### src/rtl/sba_pkg.sv
package sba_pkg;
    localparam int NM = 4;
    localparam int IW = 2;
    typedef logic [IW-1:0] idx_t;
    localparam idx_t IDX_EXT = 2'd0;
    localparam idx_t IDX_D0  = 2'd1;
    localparam idx_t IDX_D1  = 2'd2;
    localparam idx_t IDX_CPU = 2'd3;

    typedef struct packed {
        idx_t owner;
        logic open;
    } arb_st_t;
endpackage

### src/rtl/sba_pick.sv
module sba_pick
    import sba_pkg::*;
#(
    parameter int ID_W = 3
) (
    input  logic            ext_req,
    input  logic [1:0]      dma_req,
    input  logic [ID_W-1:0] id0,
    input  logic [ID_W-1:0] id1,
    output idx_t            win
);
    logic d1_first;

    always_comb begin
        d1_first = (id1 > id0);
        if (ext_req)
            win = IDX_EXT;
        else if (dma_req[0] && dma_req[1])
            win = d1_first ? IDX_D1 : IDX_D0;
        else if (dma_req[0])
            win = IDX_D0;
        else if (dma_req[1])
            win = IDX_D1;
        else
            win = IDX_CPU;
    end
endmodule

### src/rtl/sba_track.sv
module sba_track
    import sba_pkg::*;
(
    input  idx_t          owner,
    input  logic          open_q,
    input  logic [NM-1:0] cyc_run,
    input  logic [NM-1:0] cyc_done,
    input  logic [NM-1:0] cyc_last,
    input  logic [NM-1:0] cyc_lock,
    output logic          release_now,
    output logic          open_d
);
    logic run, done, last, lock, ends;

    always_comb begin
        run  = cyc_run[owner];
        done = cyc_done[owner];
        last = cyc_last[owner];
        lock = cyc_lock[owner];
        ends = run && done;
        if (run)
            release_now = ends && last && !lock;
        else
            release_now = !open_q;
        if (release_now)
            open_d = 1'b0;
        else if (ends)
            open_d = 1'b1;
        else
            open_d = open_q;
    end
endmodule

### src/rtl/sba_top.sv
module sba_top
    import sba_pkg::*;
#(
    parameter int ID_W = 3
) (
    input  logic            clk,
    input  logic            rst,
    input  logic            ext_req,
    input  logic [1:0]      dma_req,
    input  logic            cpu_req,
    input  logic [ID_W-1:0] dma_id0,
    input  logic [ID_W-1:0] dma_id1,
    input  logic [3:0]      cyc_run,
    input  logic [3:0]      cyc_done,
    input  logic [3:0]      cyc_last,
    input  logic [3:0]      cyc_lock,
    output logic [3:0]      grant,
    output logic [1:0]      grant_idx
);
    arb_st_t st_q, st_d;
    idx_t    win;
    logic    release_now, open_nx;
    logic    any_req;

    sba_pick #(.ID_W(ID_W)) u_pick (
        .ext_req(ext_req),
        .dma_req(dma_req),
        .id0    (dma_id0),
        .id1    (dma_id1),
        .win    (win)
    );

    sba_track u_track (
        .owner      (st_q.owner),
        .open_q     (st_q.open),
        .cyc_run    (cyc_run),
        .cyc_done   (cyc_done),
        .cyc_last   (cyc_last),
        .cyc_lock   (cyc_lock),
        .release_now(release_now),
        .open_d     (open_nx)
    );

    always_comb begin
        st_d      = st_q;
        st_d.open = open_nx;
        if (release_now)
            st_d.owner = win;
    end

    always_ff @(posedge clk) begin
        if (rst) begin
            st_q.owner <= IDX_CPU;
            st_q.open  <= 1'b0;
        end else begin
            st_q <= st_d;
        end
    end

    genvar g;
    generate
        for (g = 0; g < NM; g++) begin : g_gnt
            assign grant[g] = (st_q.owner == idx_t'(g));
        end
    endgenerate
    assign grant_idx = st_q.owner;
    assign any_req   = ext_req || (|dma_req) || cpu_req;

    assert_one_grant_R2: assert property (@(posedge clk) disable iff (rst)
        $countones(grant) == 1);

    assert_hold_running_R6: assert property (@(posedge clk) disable iff (rst)
        (cyc_run[grant_idx] && !cyc_done[grant_idx]) |=> $stable(grant_idx));

    assert_lock_keeps_R8: assert property (@(posedge clk) disable iff (rst)
        (cyc_run[grant_idx] && cyc_done[grant_idx] && cyc_lock[grant_idx])
        |=> $stable(grant_idx));

    assert_ext_first_R3: assert property (@(posedge clk) disable iff (rst)
        (release_now && ext_req) |=> (grant_idx == IDX_EXT));

    assert_park_cpu_R5: assert property (@(posedge clk) disable iff (rst)
        (release_now && !any_req) |=> (grant_idx == IDX_CPU));
endmodule

### config.mk
export PLATFORM = sky130hd
export DESIGN_NAME = sba_top
export DESIGN_NICKNAME = d
export VERILOG_FILES = /design/src/rtl/sba_pkg.sv /design/src/rtl/sba_pick.sv /design/src/rtl/sba_track.sv /design/src/rtl/sba_top.sv
export SDC_FILE = /design/constraint.sdc
export NUM_CORES = 1
export LEC_CHECK = 0
export BUFFER_PORTS_ARGS = -buffer_cell sky130_fd_sc_hd__buf_2
export CAP_MARGIN = 0
export CORE_AREA = 2 2 39 41
export DETAILED_ROUTE_END_ITERATION = 8
export DIE_AREA = 0 0 41 43
export GPL_TIMING_DRIVEN = 0
export PLACE_DENSITY_LB_ADDON = 0.1
export SETUP_SLACK_MARGIN = 0.4
export SLEW_MARGIN = 15
export SYNTH_ARGS = -nofsm -noshare
export SYNTH_HDL_FRONTEND = slang
export SYNTH_SLANG_ARGS = --single-unit
### constraint.sdc
create_clock -name clk -period 2.15 [get_ports clk]
set_clock_uncertainty 0.1 [all_clocks]
set_input_delay 0.215 -clock clk [delete_from_list [all_inputs] [get_ports clk]]
set_output_delay 0.215 -clock clk [all_outputs]
set_load 0.01 [all_outputs]
==> impl_metrics.ini <==
[placed_design]
hpwlAfterDp_um = 717
gp_congestion = 0.616
numPortBuffers = 32

[power]
power_density_nw_per_um2 = 869
vdd_ir_drop_max_uv = 271
p_leak_uw = 0.000305

[synth]
yosys_warnings = 0
yosysTopAreaCell = dfxtp_1
synthMuxAreaShare_pct = 14.1
ys_seq_area_share_pct = 17.3
yosysMostFrequentCell = inv_1
ys_seq_elements = 3
syn_area_per_cell_um2 = 8.89
synthAdderAreaFrac_pct = 10.8
syn_area_um2 = 347
synthTopCellsByCount = inv_1 (5), dfxtp_1 (3), ha_1 (3), nor2_1 (3)
synthTopCellsByArea = dfxtp_1 (17%), ha_1 (11%), mux4_1 (7.6%)
synth_edf_count = 0
synth_xor_area_share_pct = 0
synthSimpleGateAreaFrac_pct = 23.1
synth_top_area_share_pct = 17.3
synth_top_flop_cell = dfxtp_1
synth-async-reset-ratio_pct = 0
synth_compound_area_share_pct = 24.9
ys_types = 25
synthCells = 39
synth_top_family_by_area = compound AO/OA/AOI/OAI gates
syn-num-nets = 70

[global_routing]
grt_pass1_wl_um = 1280
grt_pass1_vias = 378
grt_antenna_before_repair = 0
grt_max_degree = 10
grt.overflow.total = 0
grt_use_total_pct = 10.9

[clocking]
cts_buffer_depth = 2
clk-insertion-delay-late_ns = 0.24
cts-hold-fix-buffers = 0
cts-root-buf = clkbuf_4
cts_sinks = 3
cts_made_buffers = 3
cts_tree = done
clkTransAtPathRegs_ns = 0.04
htreeDepth = 1

[detailed_routing]
dr.pass1.iters = 2
ant_nets = 0
post_drt_wl_per_cell_um = 9.19
postRouteWirelength_um = 855
vias_per_cell = 4.54
drt_iter0_markers = 6
vias = 422
drc = 0

[final_layout]
fin_util_pct = 41.5
area_growth_pct = 65.7
fill_cells = 160
fin_nets = 109
n_antenna_cell = 0
drive_gt1_share_pct = 58.4

[floorplan]
die_width_um = 41
core_area_um2 = 1380
ioPinCount = 34
rows = 14
fp.dieH_um = 43
die_area_um2 = 1760
initial_utilization_pct = 25.0

[timing]
maxSlewHeadroom_pct = 81.0
fin_crit_sh_pct = 83.1
drv_slew = 0
finalSetupViolations = 0
rsz0062_at_grt = yes
finalCriticalPeriod_ns = 1.79
tns_ns = 0
fmax_mhz = 559
worst_pin_slew_ns = 0.285
finalHoldViolations = 0

[worst_setup_path]
cp_num_buf_inv = 1
cp_slowest_cell = mux4_2
end_kind = register
critPathArrivalTime_ns = 1.80
crit_path_max_fanout = 4
cp_cell_sequence = buf_6 > mux4_2 > and2_4 > a31oi_4 > a211oi_2 > a211o_1
crit_family = multiplexers
crit_type = reg -> reg
crit_path_max_incr_delay_ns = 0.48
critPathRequiredTime_ns = 2.17
start_kind = register

[flow_run]
cap_violations = 0

[status]
status = finished, final reports clean

[hold_path]
hp-class = in -> reg
cell families (layout without fill, tap and decap cells):
group / after synthesis / in the layout
adders and majority gates: 3 / 3
and+or+nand+nor: 14 / 14
DFF: 3 / 3
muxes: 2 / 2
AOI/OAI and AO/OA: 10 / 10
buffers and inverters: 7 / 45
registers in the layout (all words and copies together), names as in the netlist:
register,cells
st_q,1
grant_idx,2
per-layer routing:
layer	vias to the layer above	share of wire, %	global-route usage (%)
li1	216	-	-
met1	189	40	9.65
met2	17	52	19.1
met3	0	7.7	4.71
met4	0	0	6.00
met5	-	0	0
worst reg2reg max path: stages, from the launching register on:
cell and delay, ns:
dfxtp_4 0.35, buf_6 0.09, mux4_2 0.49, and2_4 0.16
a31oi_4 0.20, a211oi_2 0.05, a211o_1 0.22
where the power goes:
group | internal, uW | switching [uW] | leakage, uW
clock network | 69.7 | 31.1 | 0.0000150
registers | 76.9 | 11.1 | 0.0000250
logic | 168 | 142 | 0.000265
total | 314 | 185 | 0.000305
stage by stage:
stage / total power [uW] / hold WS, ns / setup slack, ns / cell area [um2] / instances
detailed placement: 377 / 0.327 / 0.307 / 537 / 87
global placement: 378 / 0.322 / 0.300 / 537 / 87
global route: 541 / 0.0746 / 0.302 / 574 / 93
floorplan: 292 / 0.191 / 0.380 / 357 / 39
finish: 499 / 0.0785 / 0.363 / 574 / 93
CTS: 509 / 0.0747 / 0.328 / 574 / 93
cell type report:
type                    instances  area [um2]  area share [%]
repair buffers                 34         175            30.5
multi-input cells              29         254            44.2
well taps                      16        20.0            3.49
inverters                       5        18.8            3.27
clock buffers                   4        26.3            4.58
flip-flops and latches          3        63.8            11.1
plain buffers                   2        16.3            2.83
layout by cell type (no fill, tap or decap), types with 2 or more instances in the layout:
master and instances:
a21oi_1 2, buf_2 32, buf_4 2, clkbuf_4 3
dfxtp_1 2, ha_1 3, inv_1 5, mux4_2 2
nand2_1 2, nor2_1 3, nor2b_1 2, nor3b_1 2
worst paths after layout:
| check | cells past startpoint | slack (ns) | to | from |
|---|---|---|---|---|
| max | 6 | 0.36 | grant_idx[1]$_SDFFE_PP1P_ | grant_idx[0]$_SDFFE_PP1P_ |
| min reg2reg | 2 | 0.41 | st_q[0]$_SDFFE_PP0P_ | st_q[0]$_SDFFE_PP0P_ |
| min | 2 | 0.08 | st_q[0]$_SDFFE_PP0P_ | rst |
| max reg2reg | 6 | 0.36 | grant_idx[1]$_SDFFE_PP1P_ | grant_idx[0]$_SDFFE_PP1P_ |
timing repair:
item	in CTS	in global routing
gates resized for setup	1	0
endpoints found under the setup margin	1	3
pin swaps	1	1
endpoints found under the hold margin	0	0
buffers inserted	2	0
Power figures use the tool's default switching activity.
